[config.mk]
export PLATFORM = sky130hd
export DESIGN_NAME = pio_rx_fetch
export DESIGN_NICKNAME = d
export VERILOG_FILES = /design/src/rtl/rxf_pkg.sv /design/src/rtl/rxf_poll_timer.sv /design/src/rtl/rxf_hdr_check.sv /design/src/rtl/rxf_burst_guard.sv /design/src/rtl/pio_rx_fetch.sv
export SDC_FILE = /design/constraint.sdc
export NUM_CORES = 1
export LEC_CHECK = 0
export ABC_AREA = 1
export ABC_CLOCK_PERIOD_IN_PS = 2000
export BUFFER_PORTS_ARGS = -buffer_cell sky130_fd_sc_hd__buf_2
export CORE_MARGIN = 3
export CORE_UTILIZATION = 48
export CTS_CLUSTER_SIZE = 16
export DETAILED_ROUTE_END_ITERATION = 16
export PLACE_DENSITY = 0.68
export SETUP_SLACK_MARGIN = 0.05
export SYNTH_ARGS = -nofsm -noshare
export SYNTH_HDL_FRONTEND = slang
export SYNTH_SLANG_ARGS = --single-unit
[constraint.sdc]
create_clock -name clk -period 2 [get_ports clk]
set_clock_uncertainty 0.15 [all_clocks]
set_input_delay 0.4 -clock clk [delete_from_list [all_inputs] [get_ports clk]]
set_output_delay 0.4 -clock clk [all_outputs]
set_load 0.05 [all_outputs]
[src/rtl/rxf_pkg.sv]
package rxf_pkg;

    typedef enum logic [2:0] {
        ERR_NONE    = 3'd0,
        ERR_TIMEOUT = 3'd1,
        ERR_LENGTH  = 3'd2,
        ERR_FCS     = 3'd3,
        ERR_BURST   = 3'd4
    } rxf_err_e;

    typedef enum logic [2:0] {
        S_IDLE, S_ACK, S_POLL, S_HDR, S_CHECK, S_PAD, S_DATA, S_HOLD
    } rxf_state_e;

    localparam logic [15:0] LEN_LIMIT = 16'h0700;
    localparam int          FCS_BIT   = 0;
    localparam int          PAD_BIT   = 2;

    typedef struct packed {
        logic [15:0] len;
        logic        fcs_bad;
        logic        pad;
    } rxf_hdr_t;

    function automatic rxf_err_e judge(input rxf_hdr_t h, input logic pass_fcs);
        if (h.len == 16'd0 || h.len > LEN_LIMIT) return ERR_LENGTH;
        if (h.fcs_bad && !pass_fcs)              return ERR_FCS;
        return ERR_NONE;
    endfunction

endpackage

[src/rtl/rxf_poll_timer.sv]
module rxf_poll_timer #(
    parameter int TRIES = 10,
    parameter int GAP   = 1000
) (
    input  logic clk,
    input  logic rst,
    input  logic start,
    input  logic run,
    output logic sample,
    output logic last
);
    localparam int GAP_W = $clog2(GAP) + 1;
    localparam int TRY_W = $clog2(TRIES) + 1;

    logic [GAP_W-1:0] gap_q;
    logic [TRY_W-1:0] try_q;

    always_ff @(posedge clk) begin
        if (rst || start) begin
            gap_q <= '0;
            try_q <= '0;
        end else if (run) begin
            if (gap_q == '0) begin
                gap_q <= GAP_W'(GAP - 1);
                try_q <= try_q + 1'b1;
            end else begin
                gap_q <= gap_q - 1'b1;
            end
        end
    end

    assign sample = run && (gap_q == '0);
    assign last   = (try_q == TRY_W'(TRIES - 1));
endmodule

[src/rtl/rxf_hdr_check.sv]
module rxf_hdr_check
    import rxf_pkg::*;
(
    input  rxf_hdr_t hdr,
    input  logic     pass_fcs,
    output rxf_err_e verdict
);
    always_comb verdict = judge(hdr, pass_fcs);
endmodule

[src/rtl/rxf_burst_guard.sv]
module rxf_burst_guard #(
    parameter int MAX_FRAMES = 10000
) (
    input  logic clk,
    input  logic rst,
    input  logic clear,
    input  logic take,
    output logic limit
);
    localparam int CNT_W = $clog2(MAX_FRAMES + 1);

    logic [CNT_W-1:0] cnt_q;

    always_ff @(posedge clk) begin
        if (rst || clear)
            cnt_q <= '0;
        else if (take && !limit)
            cnt_q <= cnt_q + 1'b1;
    end

    assign limit = (cnt_q == CNT_W'(MAX_FRAMES));
endmodule

[src/rtl/pio_rx_fetch.sv]
module pio_rx_fetch
    import rxf_pkg::*;
#(
    parameter int POLL_TRIES = 10,
    parameter int POLL_GAP   = 1000,
    parameter int HDR_WORDS  = 2,
    parameter int MAX_FRAMES = 10000
) (
    input  logic        clk,
    input  logic        rst,
    input  logic        pass_bad_fcs,
    input  logic        frame_rdy,
    input  logic        data_rdy,
    input  logic [31:0] rd_word,
    output logic        frame_ack,
    output logic        discard,
    output logic        rd_pop,
    output logic        byte_valid,
    output logic [7:0]  byte_data,
    output logic        byte_sop,
    output logic        byte_eop,
    output logic        err_valid,
    output logic [2:0]  err_code
);
    localparam int HIDX_W = (HDR_WORDS > 1) ? $clog2(HDR_WORDS) : 1;

    rxf_state_e        st_q;
    rxf_hdr_t          hdr_q;
    logic [HIDX_W-1:0] hidx_q;
    logic [15:0]       rem_q;
    logic [1:0]        bidx_q;
    logic              first_q;
    logic              pad_q;

    logic     t_sample, t_last, limit;
    rxf_err_e verdict;

    rxf_poll_timer #(.TRIES(POLL_TRIES), .GAP(POLL_GAP)) u_timer (
        .clk(clk), .rst(rst),
        .start(st_q == S_ACK), .run(st_q == S_POLL),
        .sample(t_sample), .last(t_last)
    );

    rxf_hdr_check u_check (.hdr(hdr_q), .pass_fcs(pass_bad_fcs), .verdict(verdict));

    rxf_burst_guard #(.MAX_FRAMES(MAX_FRAMES)) u_guard (
        .clk(clk), .rst(rst),
        .clear((st_q == S_IDLE || st_q == S_HOLD) && !frame_rdy),
        .take(st_q == S_ACK),
        .limit(limit)
    );

    always_ff @(posedge clk) begin
        if (rst) begin
            st_q    <= S_IDLE;
            hdr_q   <= '0;
            hidx_q  <= '0;
            rem_q   <= '0;
            bidx_q  <= '0;
            first_q <= 1'b0;
            pad_q   <= 1'b0;
        end else begin
            case (st_q)
                S_IDLE: if (frame_rdy) st_q <= limit ? S_HOLD : S_ACK;
                S_ACK:  st_q <= S_POLL;
                S_POLL: if (t_sample) begin
                    if (data_rdy) begin
                        st_q   <= S_HDR;
                        hidx_q <= '0;
                    end else if (t_last) begin
                        st_q <= S_IDLE;
                    end
                end
                S_HDR: begin
                    if (hidx_q == HIDX_W'(0)) hdr_q.len <= rd_word[15:0];
                    if (hidx_q == HIDX_W'(1)) begin
                        hdr_q.fcs_bad <= rd_word[FCS_BIT];
                        hdr_q.pad     <= rd_word[PAD_BIT];
                    end
                    if (hidx_q == HIDX_W'(HDR_WORDS - 1)) st_q <= S_CHECK;
                    else hidx_q <= hidx_q + 1'b1;
                end
                S_CHECK: begin
                    if (verdict != ERR_NONE) begin
                        st_q <= S_IDLE;
                    end else begin
                        rem_q   <= hdr_q.len;
                        bidx_q  <= '0;
                        first_q <= 1'b1;
                        pad_q   <= 1'b0;
                        st_q    <= hdr_q.pad ? S_PAD : S_DATA;
                    end
                end
                S_PAD: begin
                    first_q <= 1'b0;
                    pad_q   <= 1'b1;
                    if (pad_q) st_q <= S_DATA;
                end
                S_DATA: begin
                    first_q <= 1'b0;
                    bidx_q  <= bidx_q + 1'b1;
                    rem_q   <= rem_q - 1'b1;
                    if (rem_q == 16'd1) st_q <= S_IDLE;
                end
                S_HOLD: if (!frame_rdy) st_q <= S_IDLE;
                default: st_q <= S_IDLE;
            endcase
        end
    end

    always_comb begin
        frame_ack  = (st_q == S_ACK);
        discard    = (st_q == S_CHECK) && (verdict != ERR_NONE);
        rd_pop     = (st_q == S_HDR) ||
                     ((st_q == S_DATA) && (bidx_q == 2'd3 || rem_q == 16'd1));
        byte_valid = (st_q == S_PAD) || (st_q == S_DATA);
        byte_data  = (st_q == S_DATA) ? rd_word[{bidx_q, 3'b000} +: 8] : 8'h00;
        byte_sop   = byte_valid && first_q;
        byte_eop   = (st_q == S_DATA) && (rem_q == 16'd1);
        err_valid  = 1'b0;
        err_code   = ERR_NONE;
        if (st_q == S_POLL && t_sample && !data_rdy && t_last) begin
            err_valid = 1'b1;
            err_code  = ERR_TIMEOUT;
        end else if (discard) begin
            err_valid = 1'b1;
            err_code  = verdict;
        end else if (st_q == S_IDLE && frame_rdy && limit) begin
            err_valid = 1'b1;
            err_code  = ERR_BURST;
        end
    end
endmodule

# Word level (Yosys, flattened, before mapping)
# Index checks and enable logic that the tools add are counted.
[totals]
input_bits = 37
ff_bits = 72
[op_classes]
n_eq_ne = 20
mux = 39
magnitude_cmp = 1
shift = 1
reduce_logical = 41
bitwise = 1
addsub = 6
[ops]
columns = ["cell", "count"]
rows = [
  ["3-bit 2-to-1 mux", 17],
  ["16-bit one-hot mux with 2 select lines", 1],
  ["32-bit by 6-bit variable part select with 8-bit output", 1],
  ["3-bit one-hot mux with 8 select lines", 1],
  ["16-bit by 1-bit == test with 1-bit output (second input constant)", 1],
  ["16-bit by 11-bit > comparator with 1-bit output (second input constant)", 1],
  ["16-bit logical NOT", 1],
  ["16-bit 2-to-1 mux", 1],
  ["2-bit inequality test (second input constant)", 8],
  ["16-bit by 1-bit subtractor with 16-bit output (second input constant)", 1],
  ["14-bit by 1-bit adder with 14-bit output (second input constant)", 1],
  ["14-bit == test (second input constant)", 1],
  ["1-bit logical AND", 13],
  ["3-bit == test (second input constant)", 4],
  ["2-bit AND reduction", 6],
  ["11-bit logical NOT", 1],
  ["1-bit 2-to-1 mux", 11],
  ["11-bit 2-to-1 mux", 1],
  ["11-bit by 1-bit subtractor with 11-bit output (second input constant)", 1],
  ["8-bit 2-to-1 mux", 1],
  ["2-bit nonzero test", 4],
  ["1-bit logical OR", 7],
  ["7-bit AND reduction", 1],
  ["3-bit by 2-bit == test with 1-bit output (second input constant)", 2],
  ["other kinds (16)", 22],
]

# Logic depth before layout (Yosys ltp)
[depth]
word_depth = 10
mapped_depth = 12
ltp_nobuf = 12

# By module
# A second synthesis with hierarchy kept.
[hier_totals]
cells_unflattened = 752
hier_area_um2 = 4695.8
[modules_own_cells]
columns = ["module", "cells_per_inst", "n_inst", "seq_area_each_um2", "area_per_inst_um2"]
rows = [
  ["pio_rx_fetch", 423, 1, 840.8, 2575.0],
  ["rxf_burst_guard", 168, 1, 280.3, 1078.5],
  ["rxf_poll_timer", 135, 1, 320.3, 929.6],
  ["rxf_hdr_check", 26, 1, 0.0, 112.6],
]

# Worst setup path before layout
# Ideal clock, no wire load.
[synth_timing]
path_type = "register to output"
startpoint = "register st_q[0]"
endpoint = "output byte_eop"
setup_slack_ns = -1.035
t_arrival_ns = 2.485
n_path_buf = 3
path_stages_with_launch = 7
cell_sequence = "dfxtp_1 > buf_6 > clkinv_2 > nand3_2 > buf_2 > buf_2 > nor4_1"
[synth_via]
elab_chain_len = 2
[synth_rtl]
columns = ["element", "line_no", "text"]
rows = [
  ["start: declaration", "pio_rx_fetch.sv:27", "rxf_state_e st_q;"],
  ["start signal: assignment", "pio_rx_fetch.sv:64", "S_IDLE: if (frame_rdy) st_q <= limit ? S_HOLD : S_ACK;"],
  ["start signal: assignment", "pio_rx_fetch.sv:91", "st_q <= hdr_q.pad ? S_PAD : S_DATA;"],
  ["3-bit == test", "pio_rx_fetch.sv:119", "byte_eop = (st_q == S_DATA) && (rem_q == 16'd1);"],
  ["1-bit logical AND", "pio_rx_fetch.sv:119", ""],
  ["end: declaration", "pio_rx_fetch.sv:21", "output logic byte_eop,"],
]
# No other way between the ends.

# Worst setup path in the final report
[layout_timing]
startpoint = "register u_timer.gap_q[1]"
endpoint = "output err_valid"
[layout_via]
elab_chain_len = 6
[layout_rtl]
columns = ["element", "line_no", "text"]
rows = [
  ["start: declaration", "rxf_poll_timer.sv:15", "logic [GAP_W-1:0] gap_q;"],
  ["start signal: assignment", "rxf_poll_timer.sv:24", "gap_q <= GAP_W'(GAP - 1);"],
  ["start signal: assignment", "rxf_poll_timer.sv:27", "gap_q <= gap_q - 1'b1;"],
  ["11-bit logical NOT", "rxf_poll_timer.sv:32", "assign sample = run && (gap_q == '0);"],
  ["1-bit logical AND", "rxf_poll_timer.sv:32", ""],
  ["1-bit logical AND (3 in series)", "pio_rx_fetch.sv:122", "if (st_q == S_POLL && t_sample && !data_rdy && t_last) begin"],
  ["1-bit 2-to-1 mux", "pio_rx_fetch.sv:122", ""],
  ["end: declaration", "pio_rx_fetch.sv:22", "output logic err_valid,"],
]
# No other way between the ends.

==> results.md <==
- WP buf/inv: 4
- Setup violations, final: 15
- Pre-antenna DRT Iters: 5
- Cell chain of the critical path: inv_2 -> ha_4 -> inv_2 -> nor2_2 -> nand3_1 -> nor2_1 -> nand2_1 -> inv_2 -> nand4_1 -> nand3b_1 -> buf_6
- Critical path capture point type: primary output
- Worst-margin pin slew: roughly 0.36 ns
- Setup TNS: -1.89 ns
- Die ar.: 10300 um2
- Status: finished with violations
- Distinct cells, synth: 35
- Final hold vios: 0
- Hold Path Class: in2reg
- Root Driver: clkbuf_8
- Pwr Total: 7.36 mW
- Layout cell share with drive strength beyond 1: 0.412
- Clk slew on worst S/H paths: 0.07 ns
- Port bufs: 54
- Core area: approximately 8800 um2
- Die W: approximately 100 um
- First-pass GRT wire length: 21700 um
- DP Cell Count: 879
- Setup ws final: -0.353 ns
- Syn Inst Count: 684
- Finished Cell Area: 6560 um2
- Yosys Warn Count: 0
- CTS Buf Count: 9
- Int Power: 4.15 mW
- Worst-path fanout max: 2
- Tcrit/Tclk final: 1.18
- Vias in the first global route: 4822
- Synth top area cells: dfxtp_1 33%, nand2_1 11%, nor2_1 10%
- Final wirelength: 14600 um
- Via count: 5143
- VDD IR max: 0.000887 V
- P_sw: 3.21 mW
- Synth top area share: 0.331
- Fin crit period: 2.35 ns
- GRT Resource Usage Total: 0.260
- Wirelength per Cell: 15.6 um
- RSZ-0062 raised after global routing: yes
- Placer Congestion: 0.907
- # rows: 34
- CTS tree: yes
- Initial antenna violation count: 0
- Leakage: around 2.7 nW
- Ant. Diodes: 0
- # clock sinks: 72
- Post-synth top flop: dfxtp_1
- CP required: 1.45 ns
- Failing checks: negative setup slack
- H-tree levels: 3
- Top-count cell post-synth: nand2_1
- Post-Syn Area: 4360 um2
- Clock power frac: 0.174
- Rel. slew slack: 0.757
- Max Clock Freq: 425 MHz
- CTS Hold Bufs: 0
- Seq pwr share: 0.261
- FFs w/ async S/R, synth: 0
- # nets final: 871
- CP delay by family, top: simple AND/OR/NAND/NOR gates
- Slowest CP cell: dfxtp_2
- Syn Area/Cell: 6.37 um2
- Final Util: 0.748
- Die Y: 101 um
- Pwr dens: 1120 nW/um2
- Area leader, netlist: dfxtp_1
- Syn nets: approximately 730
- Switching Share: 0.436
- Crit path top cell by count: inv_2
- DRT iter0 DRCs: 232
- Top cells by count, synth: 128 x nand2_1, 120 x nor2_1, 84 x inv_1
- Syn-to-layout area delta: 50.5%
- CP Launch Type: flop
- Initial Util: 0.497
- # DRC: 0
- Worst skew pair latency: approximately 0.35 ns
- Final Slew Violations: 0
- Clock Tree Buf Depth: 2
- Placed Area: 5210 um2
- Post-route ant nets: 0
- Detailed Place HPWL: 8890 um
- Routed vias/inst: 5.48
- Synthesized flop and latch total: 72
- Grt ovf: 0
- Largest net degree at the start of global routing: 24
- Arr. time, crit path: 1.80 ns
- Crit path kind: reg2out
- Top Ports: 55
- Non-filler instance count after layout: 938
- Post-synth EDFFs: 0
- Sequential share of the synthesized area: 0.331
- Crit path largest cell delay: 0.33 ns
- Max_cap viols: 0
- Comb power frac: 0.564
[path summary, 6_finish.rpt]
kind                    startpoint   endpoint  slack, ns  cells after the start
setup / recovery  u_timer.gap_q[1]  err_valid      -0.35                     11
hold / removal          rd_word[3]   hdr_q[5]       0.17                      3
setup reg to reg         hdr_q[15]   rem_q[3]       0.09                     11
hold reg to reg            first_q    first_q       0.32                      2
[cell usage in the layout (no fill, tap or decap), types with 4 or more instances in the layout]
cell	Yosys	final
nor2_1	120	75
nand3_1	44	41
nand2_1	128	109
nor2_2	9	28
nand2_4	1	5
xor2_1	7	7
dfxtp_2	0	22
a21oi_1	69	59
a21oi_4	0	8
ha_4	0	4
o21bai_1	4	4
nor2_4	1	27
nand2_2	3	19
xnor2_1	7	7
o21ai_4	0	8
dfxtp_1	72	43
inv_2	3	16
buf_2	10	37
o21ai_0	64	46
nor3_1	10	9
buf_4	1	77
nand4_1	9	9
clkbuf_8	0	10
buf_8	0	10
o21ai_2	0	9
inv_1	84	69
nand3_2	3	5
buf_6	3	23
dfxtp_4	0	7
[flip-flops by register name, summed over array words and instances, names as in the netlist]
register,cells
hdr_q,18
u_timer.try_q,5
hidx_q,1
rem_q,16
u_timer.gap_q,11
st_q,3
u_guard.cnt_q,14
bidx_q,2
first_q,1
pad_q,1
[area by class of cell]
cell class | instances | area, um2
inverter | 88 | 342
clock inverter | 5 | 81.3
timing repair buffer | 150 | 1240
timing repair inverter | 1 | 7.51
clock buffer | 10 | 138
multi-input combinational | 504 | 3120
tap | 108 | 135
fill | 630 | 2210
sequential | 72 | 1500
[worst min-delay path, delay by kind of cell]
family | cells | cell delay (ns)
buffers and inverters | 1 | 0.10
and+or+nand+nor | 2 | 0.13
[routing by layer]
| layer | wire length [um] | track usage | part of all wire |
|---|---|---|---|
| met1 | 5860 | 0.325 | 0.40 |
| met2 | 7400 | 0.447 | 0.51 |
| met3 | 814 | 0.0530 | 0.056 |
| met4 | 549 | 0.0890 | 0.038 |
| met5 | 0 | 0 | 0 |
[kinds of logic (layout without fill, tap and decap cells)]
logic type / after synthesis / count (layout) / synth area share
simple gates: 341 / 343 / 0.352
compound gates: 139 / 139 / 0.163
buf+inv: 110 / 254 / 0.104
flops: 72 / 72 / 0.331
xor+xnor: 14 / 14 / 0.0281
fa+ha+maj: 8 / 8 / 0.0230
[power groups by stage]
stage / combinational [mW] / sequential, mW / clock [mW]
after floorplan: 2.19 / 1.84 / 0
after global placement: 2.93 / 1.87 / 0
after global routing: 4.52 / 1.95 / 1.39
final: 4.15 / 1.92 / 1.28
after CTS: 3.54 / 1.90 / 1.31
after detailed placement: 3.00 / 1.88 / 0
[stage by stage]
step | worst slack, ns | hold WS [ns]
2_1_floorplan | -0.247 | 0.285
4_1_cts | -0.341 | 0.144
6_report | -0.353 | 0.175
5_1_grt | -0.446 | 0.173
3_5_place_dp | -0.0824 | 0.308
3_3_place_gp | -0.0148 | 0.301
[timing repair]
action / CTS / global route
gates cloned: 3 / 2
setup buffers: 25 / 18
endpoints found under the hold margin: 0 / 0
endpoints found under the setup margin: 18 / 39
pin swaps: 32 / 53
gates resized for setup: 154 / 103
(Power assumes the default switching activity.)
